==> src/rtl/sram_ctrl_pkg.sv <==
package sram_ctrl_pkg;
  localparam int unsigned DW = 16;
  localparam int unsigned NB = DW / 8;

  typedef enum logic [1:0] {
    ST_IDLE  = 2'd0,
    ST_WRITE = 2'd1,
    ST_READ  = 2'd2,
    ST_TURN  = 2'd3
  } ctrl_state_e;

  function automatic int unsigned max2(input int unsigned a, input int unsigned b);
    return (a > b) ? a : b;
  endfunction
endpackage

==> src/rtl/sram_phase_timer.sv <==
module sram_phase_timer #(
  parameter int unsigned CW = 4
) (
  input  logic          clk_i,
  input  logic          rst_ni,
  input  logic          load_i,
  input  logic [CW-1:0] load_val_i,
  output logic          done_o
);
  logic [CW-1:0] cnt_q;

  always_ff @(posedge clk_i or negedge rst_ni) begin
    if (!rst_ni)         cnt_q <= '0;
    else if (load_i)     cnt_q <= load_val_i;
    else if (cnt_q != 0) cnt_q <= cnt_q - 1'b1;
  end

  assign done_o = (cnt_q == '0);
endmodule

==> src/rtl/sram_ctrl_fsm.sv <==
module sram_ctrl_fsm
  import sram_ctrl_pkg::*;
#(
  parameter int unsigned CW      = 4,
  parameter int unsigned WR_LEN  = 3,
  parameter int unsigned RD_LEN  = 4,
  parameter int unsigned TURN    = 2
) (
  input  logic          clk_i,
  input  logic          rst_ni,
  input  logic          req_i,
  input  logic          we_i,
  input  logic [NB-1:0] be_i,
  input  logic [DW-1:0] dq_i,
  input  logic [NB-1:0] lane_en_i,
  input  logic          done_i,
  output logic          ready_o,
  output logic          accept_o,
  output ctrl_state_e   state_d_o,
  output logic          load_o,
  output logic [CW-1:0] load_val_o,
  output logic [DW-1:0] rdata_o,
  output logic          rvalid_o
);
  localparam logic [CW-1:0] WR_LOAD   = CW'(WR_LEN - 1);
  localparam logic [CW-1:0] RD_LOAD   = CW'(RD_LEN - 1);
  localparam logic [CW-1:0] TURN_LOAD = CW'(TURN - 1);

  ctrl_state_e   state_q, state_d;
  logic          capture;
  logic [DW-1:0] rdata_q, rdata_nxt;
  logic          rvalid_q;

  assign ready_o  = (state_q == ST_IDLE);
  assign accept_o = req_i && ready_o;

  always_comb begin
    state_d    = state_q;
    load_o     = 1'b0;
    load_val_o = '0;
    capture    = 1'b0;
    unique case (state_q)
      ST_IDLE: if (req_i) begin
        if (!we_i) begin
          state_d    = ST_READ;
          load_o     = 1'b1;
          load_val_o = RD_LOAD;
        end else if (be_i != '0) begin
          state_d    = ST_WRITE;
          load_o     = 1'b1;
          load_val_o = WR_LOAD;
        end
      end
      ST_WRITE: if (done_i) state_d = ST_IDLE;
      ST_READ: if (done_i) begin
        state_d    = ST_TURN;
        load_o     = 1'b1;
        load_val_o = TURN_LOAD;
        capture    = 1'b1;
      end
      ST_TURN: if (done_i) state_d = ST_IDLE;
      default: state_d = ST_IDLE;
    endcase
  end

  assign state_d_o = state_d;

  // lanes not enabled read back as zero
  for (genvar l = 0; l < NB; l++) begin : g_lane
    assign rdata_nxt[l*8 +: 8] = lane_en_i[l] ? dq_i[l*8 +: 8] : 8'h00;
  end

  always_ff @(posedge clk_i or negedge rst_ni) begin
    if (!rst_ni) begin
      state_q  <= ST_IDLE;
      rdata_q  <= '0;
      rvalid_q <= 1'b0;
    end else begin
      state_q  <= state_d;
      rvalid_q <= capture;
      if (capture) rdata_q <= rdata_nxt;
    end
  end

  assign rdata_o  = rdata_q;
  assign rvalid_o = rvalid_q;
endmodule

==> src/rtl/sram_pin_reg.sv <==
module sram_pin_reg
  import sram_ctrl_pkg::*;
#(
  parameter int unsigned AW = 19
) (
  input  logic          clk_i,
  input  logic          rst_ni,
  input  logic          accept_i,
  input  ctrl_state_e   state_d_i,
  input  logic [AW-1:0] addr_i,
  input  logic [DW-1:0] wdata_i,
  input  logic [NB-1:0] be_i,
  output logic [AW-1:0] addr_o,
  output logic [DW-1:0] wdata_o,
  output logic [NB-1:0] lane_en_o,
  output logic          cs_n_o,
  output logic          cs_o,
  output logic          lb_n_o,
  output logic          ub_n_o,
  output logic          wr_n_o,
  output logic          rd_n_o,
  output logic          dq_oe_o
);
  logic [NB-1:0] lane_q, lane_nxt;
  logic          active_d;

  assign active_d = (state_d_i == ST_WRITE) || (state_d_i == ST_READ);
  assign lane_nxt = !accept_i      ? lane_q :
                    (be_i == '0)   ? {NB{1'b1}} : be_i;

  always_ff @(posedge clk_i or negedge rst_ni) begin
    if (!rst_ni) begin
      addr_o  <= '0;
      wdata_o <= '0;
      lane_q  <= '0;
      cs_n_o  <= 1'b1;
      cs_o    <= 1'b0;
      lb_n_o  <= 1'b1;
      ub_n_o  <= 1'b1;
      wr_n_o  <= 1'b1;
      rd_n_o  <= 1'b1;
      dq_oe_o <= 1'b0;
    end else begin
      if (accept_i) begin
        addr_o  <= addr_i;
        wdata_o <= wdata_i;
      end
      lane_q  <= lane_nxt;
      cs_n_o  <= !active_d;
      cs_o    <= active_d;
      lb_n_o  <= !(active_d && lane_nxt[0]);
      ub_n_o  <= !(active_d && lane_nxt[1]);
      // strobe falls with the selects so the memory never drives during a write
      wr_n_o  <= (state_d_i != ST_WRITE);
      rd_n_o  <= (state_d_i != ST_READ);
      dq_oe_o <= (state_d_i == ST_WRITE);
    end
  end

  assign lane_en_o = lane_q;
endmodule

==> src/rtl/sram_byte_ctrl.sv <==
module sram_byte_ctrl
  import sram_ctrl_pkg::*;
#(
  parameter int unsigned AW     = 19,
  parameter int unsigned T_WP   = 3,
  parameter int unsigned T_DS   = 2,
  parameter int unsigned T_AA   = 4,
  parameter int unsigned T_OE   = 2,
  parameter int unsigned T_TURN = 2
) (
  input  logic          clk_i,
  input  logic          rst_ni,
  input  logic          req_i,
  output logic          ready_o,
  input  logic          we_i,
  input  logic [AW-1:0] addr_i,
  input  logic [15:0]   wdata_i,
  input  logic [1:0]    be_i,
  output logic [15:0]   rdata_o,
  output logic          rvalid_o,
  output logic [AW-1:0] sram_addr_o,
  output logic          sram_cs_n_o,
  output logic          sram_cs_o,
  output logic          sram_lb_n_o,
  output logic          sram_ub_n_o,
  output logic          sram_wr_n_o,
  output logic          sram_rd_n_o,
  output logic [15:0]   sram_dq_o,
  output logic          sram_dq_oe_o,
  input  logic [15:0]   sram_dq_i
);
  localparam int unsigned WR_LEN = max2(T_WP, T_DS);
  localparam int unsigned RD_LEN = max2(T_AA, T_OE);
  localparam int unsigned MAXLEN = max2(max2(WR_LEN, RD_LEN), T_TURN);
  localparam int unsigned CW     = $clog2(MAXLEN + 1);

  ctrl_state_e   state_d;
  logic          accept, load, done;
  logic [CW-1:0] load_val;
  logic [NB-1:0] lane_en;

  sram_phase_timer #(.CW(CW)) u_timer (
    .clk_i      (clk_i),
    .rst_ni     (rst_ni),
    .load_i     (load),
    .load_val_i (load_val),
    .done_o     (done)
  );

  sram_ctrl_fsm #(
    .CW(CW), .WR_LEN(WR_LEN), .RD_LEN(RD_LEN), .TURN(T_TURN)
  ) u_fsm (
    .clk_i      (clk_i),
    .rst_ni     (rst_ni),
    .req_i      (req_i),
    .we_i       (we_i),
    .be_i       (be_i),
    .dq_i       (sram_dq_i),
    .lane_en_i  (lane_en),
    .done_i     (done),
    .ready_o    (ready_o),
    .accept_o   (accept),
    .state_d_o  (state_d),
    .load_o     (load),
    .load_val_o (load_val),
    .rdata_o    (rdata_o),
    .rvalid_o   (rvalid_o)
  );

  sram_pin_reg #(.AW(AW)) u_pins (
    .clk_i     (clk_i),
    .rst_ni    (rst_ni),
    .accept_i  (accept),
    .state_d_i (state_d),
    .addr_i    (addr_i),
    .wdata_i   (wdata_i),
    .be_i      (be_i),
    .addr_o    (sram_addr_o),
    .wdata_o   (sram_dq_o),
    .lane_en_o (lane_en),
    .cs_n_o    (sram_cs_n_o),
    .cs_o      (sram_cs_o),
    .lb_n_o    (sram_lb_n_o),
    .ub_n_o    (sram_ub_n_o),
    .wr_n_o    (sram_wr_n_o),
    .rd_n_o    (sram_rd_n_o),
    .dq_oe_o   (sram_dq_oe_o)
  );
endmodule

==> config.mk <==
export PLATFORM = sky130hd
export DESIGN_NAME = sram_byte_ctrl
export DESIGN_NICKNAME = d
export VERILOG_FILES = /design/src/rtl/sram_ctrl_pkg.sv /design/src/rtl/sram_phase_timer.sv /design/src/rtl/sram_ctrl_fsm.sv /design/src/rtl/sram_pin_reg.sv /design/src/rtl/sram_byte_ctrl.sv
export SDC_FILE = /design/constraint.sdc
export NUM_CORES = 1
export LEC_CHECK = 0
export BUFFER_PORTS_ARGS = -buffer_cell sky130_fd_sc_hd__clkbuf_2
export CAP_MARGIN = 20
export CORE_ASPECT_RATIO = 2
export CORE_MARGIN = 10
export CORE_UTILIZATION = 42
export DETAILED_ROUTE_END_ITERATION = 10
export PLACE_DENSITY = 0.75
export SETUP_SLACK_MARGIN = 0.15
export SLEW_MARGIN = 10
export SYNTH_ARGS = -nofsm -noshare
export SYNTH_HDL_FRONTEND = slang
export SYNTH_SLANG_ARGS = --single-unit
==> constraint.sdc <==
create_clock -name clk_i -period 2.1 [get_ports clk_i]
set_clock_uncertainty 0.15 [all_clocks]
set_input_delay 0.42 -clock clk_i [delete_from_list [all_inputs] [get_ports clk_i]]
set_output_delay 0.42 -clock clk_i [all_outputs]
set_load 0.02 [all_outputs]
# After elaboration in Yosys (flattened, before gate mapping)
# Cells that the tools add are included.
[word_totals]
regBits = 66
in_bits = 57
out_inout_bits = 60
elab_cells = 59
[op_classes]
addsub = 1
n_eq_ne = 7
n_mux = 23
n_reduce_logical = 14
[ops]
columns = ["operator", "count"]
rows = [
  ["2-bit two-way mux", 8],
  ["8-bit two-way mux", 2],
  ["3-bit two-way mux", 4],
  ["2-bit == test, second input constant", 3],
  ["1-bit two-way mux", 6],
  ["2-bit one-hot mux with 3 select lines", 1],
  ["3-bit one-hot mux with 2 select lines", 1],
  ["2-bit by 1-bit == test with 1-bit output, second input constant", 2],
  ["2-bit logical NOT", 2],
  ["2-bit nonzero test", 2],
  ["1-bit logical AND", 3],
  ["1-bit logical NOT", 3],
  ["3-bit logical NOT", 1],
  ["3-bit nonzero test", 1],
  ["3-bit by 1-bit subtractor with 3-bit output, second input constant", 1],
  ["2-bit by 1-bit inequality test with 1-bit output, second input constant", 1],
  ["2-bit inequality test, second input constant", 1],
  ["1-bit one-hot mux with 2 select lines", 1],
  ["2-bit OR reduction", 1],
  ["1-bit logical OR", 1],
]

# Depth between registers and ports, before layout
[logic_depth]
depth_word = 9
ltp_mapped = 8
mapped_depth_nobuf = 7

# By module
# Synthesis repeated with hierarchy kept, for this count alone.
[unflattened]
cells_unflattened = 207
area_unflattened_um2 = 2882.8
[modules_own_cells]
columns = ["mod", "instances", "cells_each", "area_each_um2", "seq_area_each_um2"]
rows = [
  ["sram_pin_reg", 1, 99, 1789.2, 1107.3],
  ["sram_ctrl_fsm", 1, 87, 893.4, 475.5],
  ["sram_phase_timer", 1, 21, 200.2, 75.1],
]

# Worst setup path after synthesis
# Ideal clock, no wire load.
[synth_timing]
path_kind = "register to register"
from = "register u_fsm.state_q[0]"
to = "register u_pins.lb_n_o"
setup_time_ps = 84
t_arrival_ps = 1842
required_ps = 1866
path_slack_ps = 25
path_stages_with_launch = 6
path_buffers = 0
period_less_slack_ps = 2075
cell_sequence = "dfrtp_1 nor2_1 nand2_1 o311a_1 ha_1 a311o_1"
[synth_via]
elab_cells_between_ends = 18
cone_classes = "eq/ne (5); mux (7); reduce/logical (6)"
[synth_rtl]
columns = ["item", "line_no", "rtl"]
rows = [
  ["start: declaration", "sram_ctrl_fsm.sv:29", "ctrl_state_e state_q, state_d;"],
  ["start signal: assignment", "sram_ctrl_fsm.sv:79", "state_q <= state_d;"],
  ["2-bit logical NOT (*)", "sram_ctrl_fsm.sv:34", "assign ready_o = (state_q == ST_IDLE);"],
  ["named net ready_o", "sram_byte_ctrl.sv:14", "output logic ready_o,"],
  ["2-bit one-hot mux with 3 select lines", "sram_ctrl_fsm.sv:42", "unique case (state_q)"],
  ["2-bit by 1-bit == test with 1-bit output or 2-bit == test (tied branches)", "sram_pin_reg.sv:27", "assign active_d = (state_d_i == ST_WRITE) || (state_d_i == ST_READ);"],
  ["1-bit logical OR", "sram_pin_reg.sv:27", ""],
  ["1-bit logical AND (*)", "sram_pin_reg.sv:51", "lb_n_o <= !(active_d && lane_nxt[0]);"],
  ["1-bit logical NOT (*)", "sram_pin_reg.sv:51", ""],
  ["end signal: assignment", "sram_pin_reg.sv:51", ""],
  ["end: declaration", "sram_pin_reg.sv:18", "output logic lb_n_o,"],
]
# The timed path passes the listed nets; every way through them passes the cells marked *.
# A chain may end at the register's enable or synchronous reset.

# Final worst setup path
[layout_timing]
from = "register u_fsm.state_q[1]"
to = "register u_pins.ub_n_o"
[layout_via]
elab_chain_cells = 8
elab_cells_between_ends = 18
cone_classes = "eq/ne (5); mux (7); reduce/logical (6)"
[layout_lines]
columns = ["item", "line_no", "rtl"]
rows = [
  ["2-bit two-way mux", "sram_ctrl_fsm.sv:48", "end else if (be_i != '0) begin"],
  ["2-bit two-way mux", "sram_ctrl_fsm.sv:44", "if (!we_i) begin"],
  ["2-bit two-way mux", "sram_ctrl_fsm.sv:43", "ST_IDLE: if (req_i) begin"],
  ["2-bit one-hot mux with 3 select lines", "sram_ctrl_fsm.sv:42", ""],
  ["2-bit by 1-bit == test with 1-bit output or 2-bit == test (tied branches)", "sram_pin_reg.sv:27", ""],
  ["1-bit logical OR", "sram_pin_reg.sv:27", ""],
  ["1-bit logical AND (*)", "sram_pin_reg.sv:52", "ub_n_o <= !(active_d && lane_nxt[1]);"],
  ["1-bit logical NOT (*)", "sram_pin_reg.sv:52", ""],
  ["end signal: assignment", "sram_pin_reg.sv:52", ""],
  ["end: declaration", "sram_pin_reg.sv:19", "output logic ub_n_o,"],
]
# Mark *: on every way between the ends. The rest lies on a longest branch, timed or not.

==> results by stage <==
STA:
- Setup repair after global routing left no endpoint under its margin.
- The number of max-slew violations in the final report is 0.
- The number of endpoints with negative hold slack in the final report is 0.
- The time the final worst path needs with I/O delays and setup is 1.889 ns.
- The slew at the pin with the worst max-slew slack is 0.4227 ns.
- For the final routed database, the setup TNS stands at 0 ns.
- The total setup violations reported at the end of the flow is 0.
- For this run, the top clock speed supported by timing is 529.2 MHz.
- The final worst-path cycle share is 0.8998.
- The max-slew headroom at the worst pin is 0.7156.

Detailed routing:
- The final routed DRC violation total is 0.
- The violation count after the first detailed-routing iteration is 103.
- Once detail routing completed, the nets flagged for antenna violations numbered 0.
- The length of the first detailed-routing pass in iterations is 4.
- The total detailed-routing wirelength is 6343 um.
- The final route contains 1929 vias.
- The via density per instance is 4.896.
- In the final routed layout, each cell accounts on average for 16.10 um.

Placement:
- The final HPWL from detailed placement is 5015 um.
- Once placement finished, the instance area stood at 3282 um2.
- Routability-driven placement finished with a final weighted congestion of 0.7567.
- The count of buffers from port buffering is 116.

Worst setup path:
- The depth of the most critical reg-to-reg path is 5.
- The library cell contributing the largest single delay on the critical path is dfrtp_1.
- Traced cell by cell, the critical path runs through nor2_4, nand2_1, o311a_1, ha_1, a311o_1.
- At the worst endpoint, the required time is 2.19 ns.
- Of all nets on the critical path, the largest fanout is 6.
- The class of the most critical setup path is reg2reg.
- The critical path data arrival time is 1.98 ns.
- The worst register-to-register path ends at u_pins.ub_n_o.
- The delay contributed by the slowest stage of the critical path is 0.48 ns.
- For flop-to-flop paths, the worst setup slack is 0.21 ns.
- The worst register-to-register path begins at u_fsm.state_q[1].
- STA classifies the critical path endpoint as a flip-flop.
- Together, buffers and inverters on the worst path number 0.
- The launching element type of the critical path is a flip-flop.
- The cell type group with the largest total delay on the critical path is compound AO/OA/AOI/OAI gates.

Worst hold path:
- The worst hold path terminates at u_fsm.rdata_o[2].
- The depth of the worst hold-timing path is 3.
- The worst hold path begins at sram_dq_i[2].
- The class of the worst hold path is in2reg.

CTS:
- The number of buffers on the longest clock path is 2.
- The number of sinks driven by the clock tree is 66.
- Clock tree synthesis inserted a total of 9 buffers.
- The clock insertion delay at the later pin of the skew report is 0.32 ns.
- The root buffer cell is clkbuf_16.
- The H-tree was split into 3 levels.
- After clock tree synthesis, the clock-pin slew on the worst setup and hold paths is 0.05 ns.
- The TritonCTS clock tree is yes.

Finish:
- Relative to the synthesized area, the layout overhead comes to 37.34%.
- Once layout is complete, the utilization of the core stands at 0.5969.
- Fill cells in the final layout number 521.
- The area occupied by registers is 1659 um2.
- The number of antenna diodes in the final layout is 0.
- The final net count is 388.
- In the final layout, the share of cells above drive strength 1 is 0.5468.
- The post-layout instance area is 3585 um2.
- The area occupied by multi-input gates is 872.1 um2.

Pwr:
- The standby leakage power is 1.872 nW.
- IR analysis of the VDD net gives a maximum drop of 0.0008455 V.
- The power dissipated by switching net loads is 2.233 mW.
- The ratio of total power to cell area is 1672 nW/um2.
- Of the total power, the clock network draws 0.228.
- The fraction of power consumed by sequential logic is 0.377.
- The share of total power dissipated in combinational logic is 0.395.
- The internal power is 3.761 mW.
- Of the total power, the share spent switching nets is 0.3725.

Synth:
- The share of synthesized registers carrying an async set or reset is 1.000.
- The most instantiated flip-flop cell in the synthesis netlist is dfrtp_1.
- Of the synthesized area, sequential elements account for 0.6352.
- The cell type with the highest aggregate area in the netlist is dfrtp_1.
- Of the post-synthesis cell area, the dominant cell type holds 0.5849.
- The yosys synthesis warning count is 0.
- The mapped netlist covers 2610 um2.
- In this run, synthesis inferred 0 flip-flops with an integrated enable.
- Each instance of the synthesized netlist takes up on average 12.92 um2.
- When the netlist entered floorplanning its net count stood at 264.
- The number of unique standard cell types used by synthesis is 26.
- The gate count of the mapped netlist is 202.
- Counting flops and latches in the post-synthesis netlist gives 66.
- Sorting the synthesized cells by area gives the leading types as dfrtp_1 (58%), mux2_2 (15%), dfstp_2 (5.0%), nand2_1 (5.0%), o21ai_0 (3.3%).

GRT:
- The number of global-route vias before repair is 2086.
- Entering global routing, the biggest net connects 67 pins.
- In the global route stage, overall resource usage came out at 0.1326.
- The global-route wire length before repair is 10080 um.
- Global routing finished with a remaining overflow of 0.
- The number of antenna violations at the first check in global routing is 0.

Die:
- The die is 131.5 um tall.
- The width of the die is 75.74 um.
- The number of top-level pins is 117.
- The initial standard-cell utilization of the core is 0.4346.
- The number of rows in the core area is 40.
- The floorplan step defined a die boundary enclosing 9958 um2.
- The region available for standard cell placement spans 6006 um2.

Flow run:
- The number of maximum-capacitance constraint violations is 0.

Outcome:
- The flow ran to the end, and the final reports show no timing, DRC or antenna violations.
-- area by class of cell --
cell class / instances / area share
Sequential cell: 66 / 0.4628
Multi-Input combinational cell: 118 / 0.2433
Timing Repair Buffer: 123 / 0.1843
Clock buffer: 14 / 0.07644
Tap cell: 63 / 0.02199
Inverter: 8 / 0.008377
Clock inverter: 2 / 0.002792
-- cell families (layout without fill, tap and decap cells) --
family                   after synthesis  count (layout)  synth area share
AO/OA/AOI/OAI                         27              27           0.06520
XOR/XNOR                               1               1          0.003356
AND/OR/NAND/NOR                       49              49           0.08294
multiplexers                          36              36            0.1548
buffers and inverters                 18             147           0.03451
flip-flops                            66              66            0.6352
adder cells (fa/ha/maj)                5               5           0.02397
-- tightest hold or removal path: stages --
cell and delay, ns:
clkbuf_2 0.08, nand2_1 0.05, o21ai_0 0.06
-- cells in the final DEF (no fill, tap or decap), drive strengths merged, types with 2 or more instances in the layout --
cell      n
clkbuf  129
nand2    35
mux2     35
clkinv    2
a31oi     2
dfrtp    61
inv       8
buf       7
ha        5
o21ai    17
a311o     3
dfstp     5
nor2      8
nor2b     2
-- cell usage after synthesis (3+ instances only) --
library cell  number
dfrtp_1           61
mux2_2            35
nand2_1           35
o21ai_0           17
inv_1              8
nor2_1             8
dfstp_2            5
ha_1               5
a311o_1            3
buf_2              3
buf_4              3
clkbuf_1           3
-- state kept, by name, summed over array words and instances (netlist names), 2 cells and up --
register	flops
u_fsm.state_q	2
u_fsm.rdata_o	16
u_pins.wdata_o	16
u_pins.addr_o	19
u_pins.lane_en_o	2
u_timer.cnt_q	3
-- worst max-delay path by stage --
| stage | startpoint | to | slack, ns | cells past startpoint |
|---|---|---|---|---|
| final | u_fsm.state_q[1] | u_pins.ub_n_o | 0.21 | 5 |
| after global placement | u_fsm.state_q[0] | u_pins.ub_n_o | 0.27 | 5 |
| after CTS | u_fsm.state_q[0] | u_pins.lb_n_o | 0.19 | 5 |
| after detailed placement | req_i | u_pins.lb_n_o | 0.14 | 6 |
| after floorplan | u_timer.cnt_q[0] | u_pins.lb_n_o | 0.17 | 8 |
| after global routing | u_fsm.state_q[1] | u_pins.lb_n_o | 0.16 | 5 |
-- metal layers --
| layer | up-vias | routed length (um) | track usage |
|---|---|---|---|
| met4 | 0 | 133 | 0.06237 |
| met2 | 76 | 3372 | 0.2259 |
| met3 | 13 | 673 | 0.06486 |
| met5 | - | 0 | 0 |
| li1 | 937 | - | - |
| met1 | 903 | 2165 | 0.1247 |
-- power groups by stage --
stage                     Clock [mW]  Sequential [mW]  Combinational [mW]
after floorplan                    0             2.88               0.866
after global placement             0             2.25                2.33
after detailed placement           0             2.28                2.38
after CTS                       1.40             2.26                2.39
after global routing            1.46             2.36                2.59
final                           1.37             2.26                2.37
-- per-stage QoR --
step / std cells / power (mW) / worst slack (ns) / hold slack, ns
detailed placement: 376 / 4.662 / 0.1430 / 0.3144
global placement: 376 / 4.581 / 0.2672 / 0.3083
finish: 394 / 5.995 / 0.2105 / 0.1811
CTS: 393 / 6.062 / 0.1865 / 0.1712
global route: 394 / 6.399 / 0.1553 / 0.1767
floorplan: 202 / 3.749 / 0.1694 / -0.02559
-- repair_timing --
item / in CTS / in global routing
endpoints found under the hold margin: 61 / 0
setup buffers: 0 / 1
setup endpoints to repair: 0 / 2
hold buffers: 1 / 0
gates resized for setup: 0 / 2
Power figures use the tool's default switching activity.
